==> config.mk <==
export PLATFORM = sky130hd
export DESIGN_NAME = qdec
export DESIGN_NICKNAME = d
export VERILOG_FILES = /design/src/rtl/qdec_pkg.sv /design/src/rtl/qdec_filter.sv /design/src/rtl/qdec_decode.sv /design/src/rtl/qdec_index.sv /design/src/rtl/qdec_poscnt.sv /design/src/rtl/qdec.sv
export SDC_FILE = /design/constraint.sdc
export NUM_CORES = 1
export LEC_CHECK = 0
export ABC_CLOCK_PERIOD_IN_PS = 4400
export BUFFER_PORTS_ARGS = -buffer_cell sky130_fd_sc_hd__buf_2
export CAP_MARGIN = 10
export CORE_ASPECT_RATIO = 1.4
export CORE_MARGIN = 5
export CORE_UTILIZATION = 55
export DETAILED_ROUTE_END_ITERATION = 8
export PLACE_DENSITY = 0.82
export SLEW_MARGIN = 20
export SYNTH_ARGS = -nofsm -noshare
export SYNTH_HDL_FRONTEND = slang
export SYNTH_SLANG_ARGS = --single-unit
==> constraint.sdc <==
create_clock -name clk_i -period 4.4 [get_ports clk_i]
set_clock_uncertainty 0.1 [all_clocks]
set_input_delay 0.44 -clock clk_i [delete_from_list [all_inputs] [get_ports clk_i]]
set_output_delay 0.44 -clock clk_i [all_outputs]
set_load 0.005 [all_outputs]
==> src/rtl/qdec_pkg.sv <==
package qdec_pkg;
  localparam int CFG_W       = 4;
  localparam int CFG_INV_DIR = 0;
  localparam int CFG_DIRCLK  = 1;
  localparam int CFG_X4      = 2;
  localparam int CFG_IDX_INV = 3;
  localparam int N_CMP       = 3;
  localparam int N_IN        = 3;  // a, b, index
endpackage

==> src/rtl/qdec_filter.sv <==
module qdec_filter #(
  parameter int W      = 3,
  parameter int FILT_W = 18
) (
  input  logic              clk_i,
  input  logic              rst_ni,
  input  logic [W-1:0]      raw_i,
  input  logic [FILT_W-1:0] len_i,
  output logic [W-1:0]      flt_o
);
  localparam int CW = FILT_W + 1;

  for (genvar g = 0; g < W; g++) begin : g_ch
    logic s1_q, s2_q, st_q;
    logic [FILT_W-1:0] cnt_q;
    logic [CW-1:0] cnt_nxt;
    assign cnt_nxt = {1'b0, cnt_q} + CW'(1);

    always_ff @(posedge clk_i or negedge rst_ni) begin
      if (!rst_ni) begin
        s1_q  <= 1'b0;
        s2_q  <= 1'b0;
        st_q  <= 1'b0;
        cnt_q <= '0;
      end else begin
        s1_q <= raw_i[g];
        s2_q <= s1_q;
        if (s2_q == st_q) begin
          cnt_q <= '0;
        end else if (cnt_nxt >= {1'b0, len_i}) begin
          // new level held long enough (a length of 0 acts as 1)
          st_q  <= s2_q;
          cnt_q <= '0;
        end else begin
          cnt_q <= cnt_nxt[FILT_W-1:0];
        end
      end
    end
    assign flt_o[g] = st_q;
  end
endmodule

==> src/rtl/qdec_decode.sv <==
module qdec_decode (
  input  logic clk_i,
  input  logic rst_ni,
  input  logic a_i,
  input  logic b_i,
  input  logic inv_dir_i,
  input  logic dirclk_i,
  input  logic x4_i,
  output logic step_o,
  output logic up_o,
  output logic err_o,
  output logic dir_chg_o,
  output logic dir_o
);
  logic pa_q, pb_q, dir_q;
  logic da, db, fwd;

  assign da = a_i ^ pa_q;
  assign db = b_i ^ pb_q;

  always_comb begin
    if (dirclk_i) begin
      step_o = b_i & ~pb_q;
      err_o  = 1'b0;
      fwd    = a_i;
    end else begin
      err_o  = da & db;
      step_o = x4_i ? (da ^ db) : (da & ~db);
      fwd    = a_i ^ pb_q;  // A leading B
    end
  end

  assign up_o      = fwd ^ inv_dir_i;
  assign dir_chg_o = step_o & (up_o != dir_q);
  assign dir_o     = dir_q;

  always_ff @(posedge clk_i or negedge rst_ni) begin
    if (!rst_ni) begin
      pa_q  <= 1'b0;
      pb_q  <= 1'b0;
      dir_q <= 1'b1;
    end else begin
      pa_q <= a_i;
      pb_q <= b_i;
      if (step_o) dir_q <= up_o;
    end
  end
endmodule

==> src/rtl/qdec_index.sv <==
module qdec_index #(
  parameter int IDX_W = 32
) (
  input  logic             clk_i,
  input  logic             rst_ni,
  input  logic             idx_i,
  input  logic             inv_i,
  input  logic             clr_i,
  input  logic [IDX_W-1:0] cmp_i,
  output logic             pulse_o,
  output logic [IDX_W-1:0] cnt_o,
  output logic             hit_o
);
  logic act, act_q;
  logic [IDX_W-1:0] cnt_q;

  assign act     = idx_i ^ inv_i;
  assign pulse_o = act & ~act_q;

  always_ff @(posedge clk_i or negedge rst_ni) begin
    if (!rst_ni) begin
      act_q <= 1'b0;
      cnt_q <= '0;
    end else begin
      act_q <= act;
      if (clr_i)        cnt_q <= '0;
      else if (pulse_o) cnt_q <= cnt_q + IDX_W'(1);
    end
  end

  assign cnt_o = cnt_q;
  assign hit_o = (cnt_q == cmp_i);
endmodule

==> src/rtl/qdec_poscnt.sv <==
module qdec_poscnt #(
  parameter int POS_W = 32,
  parameter int N_CMP = 3
) (
  input  logic                   clk_i,
  input  logic                   rst_ni,
  input  logic                   step_i,
  input  logic                   up_i,
  input  logic                   clr_i,
  input  logic                   arm_i,
  input  logic                   idx_pulse_i,
  input  logic [POS_W-1:0]       max_i,
  input  logic [N_CMP*POS_W-1:0] cmp_i,
  output logic [POS_W-1:0]       pos_o,
  output logic [N_CMP-1:0]       hit_o
);
  logic [POS_W-1:0] pos_q, pos_step;
  logic armed_q;

  always_comb begin
    if (up_i) pos_step = (pos_q == max_i) ? '0 : pos_q + POS_W'(1);
    else      pos_step = (pos_q == '0) ? max_i : pos_q - POS_W'(1);
  end

  always_ff @(posedge clk_i or negedge rst_ni) begin
    if (!rst_ni) begin
      pos_q   <= '0;
      armed_q <= 1'b0;
    end else begin
      if (clr_i)                      pos_q <= '0;
      else if (armed_q & idx_pulse_i) pos_q <= '0;
      else if (step_i)                pos_q <= pos_step;

      if (armed_q & idx_pulse_i) armed_q <= 1'b0;
      else if (arm_i)            armed_q <= 1'b1;
    end
  end

  for (genvar i = 0; i < N_CMP; i++) begin : g_cmp
    assign hit_o[i] = (pos_q == cmp_i[i*POS_W +: POS_W]);
  end

  assign pos_o = pos_q;
endmodule

==> src/rtl/qdec.sv <==
module qdec
  import qdec_pkg::*;
#(
  parameter int POS_W  = 32,
  parameter int IDX_W  = 32,
  parameter int FILT_W = 18
) (
  input  logic               clk_i,
  input  logic               rst_ni,
  input  logic               a_i,
  input  logic               b_i,
  input  logic               idx_i,
  input  logic [3:0]         cfg_i,
  input  logic [FILT_W-1:0]  filt_len_i,
  input  logic [POS_W-1:0]   max_pos_i,
  input  logic [3*POS_W-1:0] cmp_pos_i,
  input  logic [IDX_W-1:0]   idx_cmp_i,
  input  logic               clr_pos_i,
  input  logic               clr_idx_i,
  input  logic               arm_idx_clr_i,
  output logic [POS_W-1:0]   pos_o,
  output logic [IDX_W-1:0]   idx_cnt_o,
  output logic               dir_o,
  output logic               ev_step_o,
  output logic               ev_dir_o,
  output logic               ev_err_o,
  output logic               ev_idx_o,
  output logic [2:0]         pos_hit_o,
  output logic               rev_hit_o,
  output logic [2:0]         combo_hit_o
);
  logic [N_IN-1:0] flt;
  logic step, up, err, dir_chg, idx_pulse;
  logic ev_step_q, ev_dir_q, ev_err_q, ev_idx_q;

  qdec_filter #(.W(N_IN), .FILT_W(FILT_W)) u_filter (
    .clk_i  (clk_i),
    .rst_ni (rst_ni),
    .raw_i  ({idx_i, b_i, a_i}),
    .len_i  (filt_len_i),
    .flt_o  (flt)
  );

  qdec_decode u_decode (
    .clk_i     (clk_i),
    .rst_ni    (rst_ni),
    .a_i       (flt[0]),
    .b_i       (flt[1]),
    .inv_dir_i (cfg_i[CFG_INV_DIR]),
    .dirclk_i  (cfg_i[CFG_DIRCLK]),
    .x4_i      (cfg_i[CFG_X4]),
    .step_o    (step),
    .up_o      (up),
    .err_o     (err),
    .dir_chg_o (dir_chg),
    .dir_o     (dir_o)
  );

  qdec_index #(.IDX_W(IDX_W)) u_index (
    .clk_i   (clk_i),
    .rst_ni  (rst_ni),
    .idx_i   (flt[2]),
    .inv_i   (cfg_i[CFG_IDX_INV]),
    .clr_i   (clr_idx_i),
    .cmp_i   (idx_cmp_i),
    .pulse_o (idx_pulse),
    .cnt_o   (idx_cnt_o),
    .hit_o   (rev_hit_o)
  );

  qdec_poscnt #(.POS_W(POS_W), .N_CMP(N_CMP)) u_poscnt (
    .clk_i       (clk_i),
    .rst_ni      (rst_ni),
    .step_i      (step),
    .up_i        (up),
    .clr_i       (clr_pos_i),
    .arm_i       (arm_idx_clr_i),
    .idx_pulse_i (idx_pulse),
    .max_i       (max_pos_i),
    .cmp_i       (cmp_pos_i),
    .pos_o       (pos_o),
    .hit_o       (pos_hit_o)
  );

  always_ff @(posedge clk_i or negedge rst_ni) begin
    if (!rst_ni) begin
      ev_step_q <= 1'b0;
      ev_dir_q  <= 1'b0;
      ev_err_q  <= 1'b0;
      ev_idx_q  <= 1'b0;
    end else begin
      ev_step_q <= step;
      ev_dir_q  <= dir_chg;
      ev_err_q  <= err;
      ev_idx_q  <= idx_pulse;
    end
  end

  assign ev_step_o   = ev_step_q;
  assign ev_dir_o    = ev_dir_q;
  assign ev_err_o    = ev_err_q;
  assign ev_idx_o    = ev_idx_q;
  assign combo_hit_o = pos_hit_o & {N_CMP{rev_hit_o}};
endmodule

# --- After elaboration in Yosys (flattened, before gate mapping) ---
# Index checks and enable logic that the tools add are counted.
totals:
  input_bits: 190
  regBits: 136
  output_inout_bits: 76
op_classes:
  n_eq_ne: 9
  n_lt_le_gt_ge: 3
  muxes: 20
  addsub: 6
  bitwise_logic: 19
  n_reduce_logical: 7
ops:
  columns: ["cell", "count"]
  rows:
  - ["32-bit two-way mux", 8]
  - ["32-bit == test", 5]
  - ["18-bit two-way mux", 6]
  - ["32-bit by 1-bit adder with 32-bit output (second input constant)", 2]
  - ["18-bit by 1-bit adder with 19-bit output (second input constant)", 3]
  - ["19-bit by 18-bit greater-or-equal comparator with 1-bit output", 3]
  - ["32-bit zero test", 1]
  - ["32-bit by 1-bit subtractor with 32-bit output (second input constant)", 1]
  - ["1-bit AND", 6]
  - ["1-bit two-way mux", 6]
  - ["1-bit inverter", 6]
  - ["2-bit AND reduction", 3]
  - ["1-bit XOR", 6]
  - ["2-bit nonzero test", 2]
  - ["3-bit AND", 1]
  - ["1-bit == test", 3]
  - ["3-bit nonzero test", 1]
  - ["1-bit inequality test", 1]

# --- Depth between registers and ports, before layout ---
logic_depth:
  ltp_word: 8
  ltp_mapped: 14
  mapped_depth_nobuf: 13

# --- Modules after synthesis ---
# Synthesis repeated with hierarchy kept, for this count alone.
unflattened:
  hier_cells: 1264
  hier_area_um2: 11126.9
by_module_without_submodules:
  columns: ["module", "area_each_um2", "seq_area_each_um2", "n_inst", "cells_per_inst"]
  rows:
  - ["qdec_poscnt", 4515.6, 825.8, 1, 594]
  - ["qdec_filter", 4151.5, 1576.5, 1, 417]
  - ["qdec_index", 2093.3, 825.8, 1, 227]
  - ["qdec_decode", 247.7, 76.3, 1, 19]
  - ["qdec", 118.9, 100.1, 1, 7]

# --- Worst setup path before layout ---
# Ideal clock, no wire load.
synth_path:
  path_kind: "register to register"
  startpoint: "reg u_filter.g_ch[2].cnt_q[2]"
  endpoint: "reg u_filter.g_ch[2].cnt_q[10]"
  path_stages_with_launch: 14
  arrival_ps: 2901
  slack_ps: 1267
  cell_sequence: "dfrtp_1 -> and3_1 -> and3_1 -> nand3_1 -> or2_2 -> xnor2_1 -> ha_1 -> and3_1 -> nand3_1 -> nor3_1 -> a21oi_1 -> o211ai_1 -> clkbuf_1 -> nor2b_1"
synth_between:
  elab_chain_len: 4
synth_lines:
  columns: ["element", "line", "source"]
  rows:
  - ["start, declared", "qdec_filter.sv:15", "logic [FILT_W-1:0] cnt_q;"]
  - ["start signal, assigned", "qdec_filter.sv:35", "cnt_q <= cnt_nxt[FILT_W-1:0];"]
  - ["18-bit by 1-bit adder with 19-bit output (*)", "qdec_filter.sv:17", "assign cnt_nxt = {1'b0, cnt_q} + CW'(1);"]
  - ["19-bit by 18-bit greater-or-equal comparator with 1-bit output", "qdec_filter.sv:30", "end else if (cnt_nxt >= {1'b0, len_i}) begin"]
  - ["18-bit two-way mux (*)", "qdec_filter.sv:30", null]
  - ["18-bit two-way mux (*)", "qdec_filter.sv:28", "if (s2_q == st_q) begin"]
# Every way passes the cells marked *; elsewhere a longest branch is shown, timed or not.
# A chain may end at the register's enable or synchronous reset.

# --- Final worst setup path ---
layout_path:
  startpoint: "reg u_poscnt.pos_q[21] (netlist: u_poscnt.pos_o[21])"
  endpoint: "out combo_hit_o[1]"
layout_between:
  elab_chain_len: 2
layout_lines:
  columns: ["element", "line", "source"]
  rows:
  - ["start, declared", "qdec_poscnt.sv:17", "logic [POS_W-1:0] pos_q, pos_step;"]
  - ["start signal, assigned", "qdec_poscnt.sv:32", "else if (step_i) pos_q <= pos_step;"]
  - ["32-bit == test", "qdec_poscnt.sv:40", "assign hit_o[i] = (pos_q == cmp_i[i*POS_W +: POS_W]);"]
  - ["3-bit AND", "qdec.sv:103", "assign combo_hit_o = pos_hit_o & {N_CMP{rev_hit_o}};"]
  - ["end, declared", "qdec.sv:30", "output logic [2:0] combo_hit_o"]
# Every way passes these cells.

==> run summary <==
TritonCTS clock tree -> yes
Total CTS buffers -> 17
Critical path, cell by cell -> xor2_1 -> nor4_1 -> nand4_1 -> nor3_1 -> buf_2
Synth-to-Final Area Change -> 19.5%
R2r endpoint -> u_poscnt.pos_o[11]
Post-route minimum period -> 3.58 ns
Final worst setup slack -> 0.818 ns
Worst endpoint required time -> 3.86 ns
Nets -> 1,736
Status -> finished clean
Fill count -> 1,632
Clock Path Buffers -> 2
Setup violations, final -> 0
Net Switching -> 849 uW
Simple-gate share of the synthesized area -> 24.1%
Ports -> 266
CP top delay family -> simple AND/OR/NAND/NOR gates
Worst-margin pin slew -> 1.10 ns
Max-slew violations -> 0
EDFF count, synth -> 0
# diodes -> 0
Layout cell share with drive strength beyond 1 -> 23.6%
Die Area -> 0.0227 sq mm
Top post-synthesis cells by area -> dfrtp_1, xor2_1, ha_1
Residual DRC -> 0
Antenna violations before repair -> 1
R2r setup slk -> 0.88 ns
Combinational power share -> 12.2%
PD cells -> 232 mW/mm^2
Vias in the first global route -> 10,900
Post-synthesis adder-cell area fraction -> 7.36%
Die width -> 129 microns
XOR/XNOR share of the synthesized area -> 21.7%
FP Rows -> 61
Flop pwr share -> 42.4%
Met2 WL -> 19,100 microns
Largest area contributor in the netlist -> dfrtp_1
Post-Syn Area -> 0.0109 sq mm
Crit path launch -> u_poscnt.pos_o[21]
DP HPWL -> 28,500 microns
Max stage delay on crit path -> 0.94 ns
Leak -> 0.00682 uW
Average size of a mapped cell -> 8.80 sq um
Setup_tns -> 0 ns
RSZ-0062 raised after global routing -> no
Post-synthesis async set-or-reset flop share -> 100%
Most common cell after layout, fill and taps aside -> buf_2
Type of origin of the critical path -> flop
Starting Density -> 55.3%
Detailed Routing Iterations Pass 1 -> 9
Buf/Inv on CP -> 1
DRT iter0 DRCs -> 865
Wire per inst -> 21.8 microns
Post-Syn Instances -> 1,236
Gpl congestion -> 1.01
Slew headroom -> 26.3%
Top sig layer -> met5
Worst slack at placement -> 0.939 ns
Syn Nets -> 1,490
Via density per instance -> 6.10
Int Pwr -> 2160 uW
Slowest cell on crit path -> nor4_1
Die height -> 176 microns
Max cap viols -> 0
Share of the synthesized area in the top cell type -> 31.0%
CTS Root Buffer Type -> clkbuf_16
Ys flop type -> dfrtp_1
Synth Warn # -> 0
#FFs+latches synth -> 136
Worst-path fanout max -> 14
Post-Route M1 WL -> 13,000 microns
Arr. time, crit path -> 3.04 ns
Min-Delay Path Class -> input port to async pin
Critical path type -> flop to output port
CORE AREA -> 0.0197 sq mm
Post-cts resize count -> 0
IR drop worst, VDD -> 0.199 mV
Global route overflow -> 0
Reg2Reg Depth -> 9
Largest family of logic cells by synthesized area -> simple AND/OR/NAND/NOR gates
Post-synthesis mux area share -> 0.874%
Largest net degree at the start of global routing -> 109
Post-CTS Setup Repair Bufs -> 0
Final wirelength -> 38,100 microns
Clock sinks -> 136
Cell count along the critical path -> 5
H-tree depth -> 4
Netlist cell types -> 74
Hold buffers post-CTS -> 0
Final hold violations -> 0
Max Clock Freq -> 0.279 GHz
Register area share after synthesis -> 31.3%
I/O Buffers -> 265
Clock transition at path regs -> 0.06 ns
Met3 WL -> 3320 microns
Switching part of the total -> 28.2%
Clock Latency Late Sink -> 0.42 ns
Compound-gate portion of the synthesized area -> 10.7%
RR Startpoint -> u_poscnt.pos_o[2]
Worst setup EP type -> output port
GRT Util Overall -> 32.5%
Number of nets still failing antenna checks after routing -> 0
Via Count -> 10,700
Global-route wire length before repair -> 57,200 microns
Critical Path End -> combo_hit_o[1]
Commonest cells after routing, fill and taps aside -> buf_2, xor2_1, dfrtp_1
Share of total power in the clock network -> 45.4%
Final Cycle Share -> 81.4%
-- state kept, by name, indices dropped and copies added (netlist names) --
signal	flops
ev_step_o	1
u_poscnt.armed_q	1
ev_dir_o	1
u_filter.g_ch.s1_q	3
ev_idx_o	1
u_decode.dir_o	1
u_decode.pa_q	1
u_index.cnt_o	32
u_poscnt.pos_o	32
u_index.act_q	1
u_decode.pb_q	1
u_filter.g_ch.cnt_q	54
u_filter.g_ch.st_q	3
u_filter.g_ch.s2_q	3
ev_err_o	1
-- power groups by stage --
stage / registers (uW) / logic [uW] / clock network [uW]
5_1_grt: 1280 / 401 / 1430
6_report: 1280 / 366 / 1370
3_3_place_gp: 1300 / 349 / 0
4_1_cts: 1280 / 362 / 1380
3_5_place_dp: 1300 / 358 / 0
2_1_floorplan: 1300 / 166 / 0
-- metrics by stage --
stage / hold slack (ns) / instances / util, % / area, sq um / total power (uW)
global placement: 0.237 / 1715 / 63.2 / 12400 / 1650
finish: 0.0187 / 1747 / 66.0 / 13000 / 3010
floorplan: 0.0444 / 1236 / - / 10900 / 1460
global route: 0.00748 / 1747 / 66.0 / 13000 / 3110
detailed placement: 0.247 / 1715 / 63.2 / 12400 / 1660
CTS: 0.00727 / 1747 / 66.0 / 13000 / 3020
-- metal layers --
metal,global-route usage (%),up-vias
met2,57.1,613
met1,34.1,5005
met5,0,-
li1,-,4846
met4,21.7,2
met3,7.54,190
-- synthesized netlist by cell type, types with 36 or more instances --
| cell type | number |
|---|---|
| xor2_1 | 186 |
| dfrtp_1 | 135 |
| nand3_1 | 62 |
| nor4_1 | 40 |
| o21ai_0 | 40 |
| nor2b_1 | 53 |
| nor2_1 | 92 |
| nand4_1 | 36 |
| nand2_1 | 80 |
| inv_1 | 39 |
| ha_1 | 64 |
| xnor2_1 | 84 |
-- how the worst min path moves through the flow --
stage                     startpoint               endpoint  slack, ns  cells after the start
5_1_grt                          a_i  u_filter.g_ch[0].s1_q      0.007                      1
6_report                      rst_ni       u_index.cnt_o[6]       0.02                      1
3_5_place_dp   u_filter.g_ch[2].s1_q  u_filter.g_ch[2].s2_q       0.25                      0
3_3_place_gp   u_filter.g_ch[0].s1_q  u_filter.g_ch[0].s2_q       0.24                      0
4_1_cts                          a_i  u_filter.g_ch[0].s1_q      0.007                      1
2_1_floorplan                 rst_ni               ev_dir_o       0.04                      0
-- cell families (layout without fill, tap and decap cells) --
family / Yosys count / count (layout)
XOR/XNOR: 270 / 270
buffers and inverters: 102 / 361
AO/OA/AOI/OAI: 174 / 174
adder cells (fa/ha/maj): 64 / 64
AND/OR/NAND/NOR: 481 / 481
multiplexers: 9 / 9
flip-flops: 136 / 136
-- layout make-up --
class                   count  area, sq um  area share, %
flip-flops and latches    136         3400           26.2
inverters                  39          146           1.13
clock buffers              17          425           3.27
multi-input cells         998         7060           54.3
repair buffers            290         1520           11.7
clock inverters            15          130           1.00
well taps                 252          315           2.42
Power figures use the tool's default switching activity.
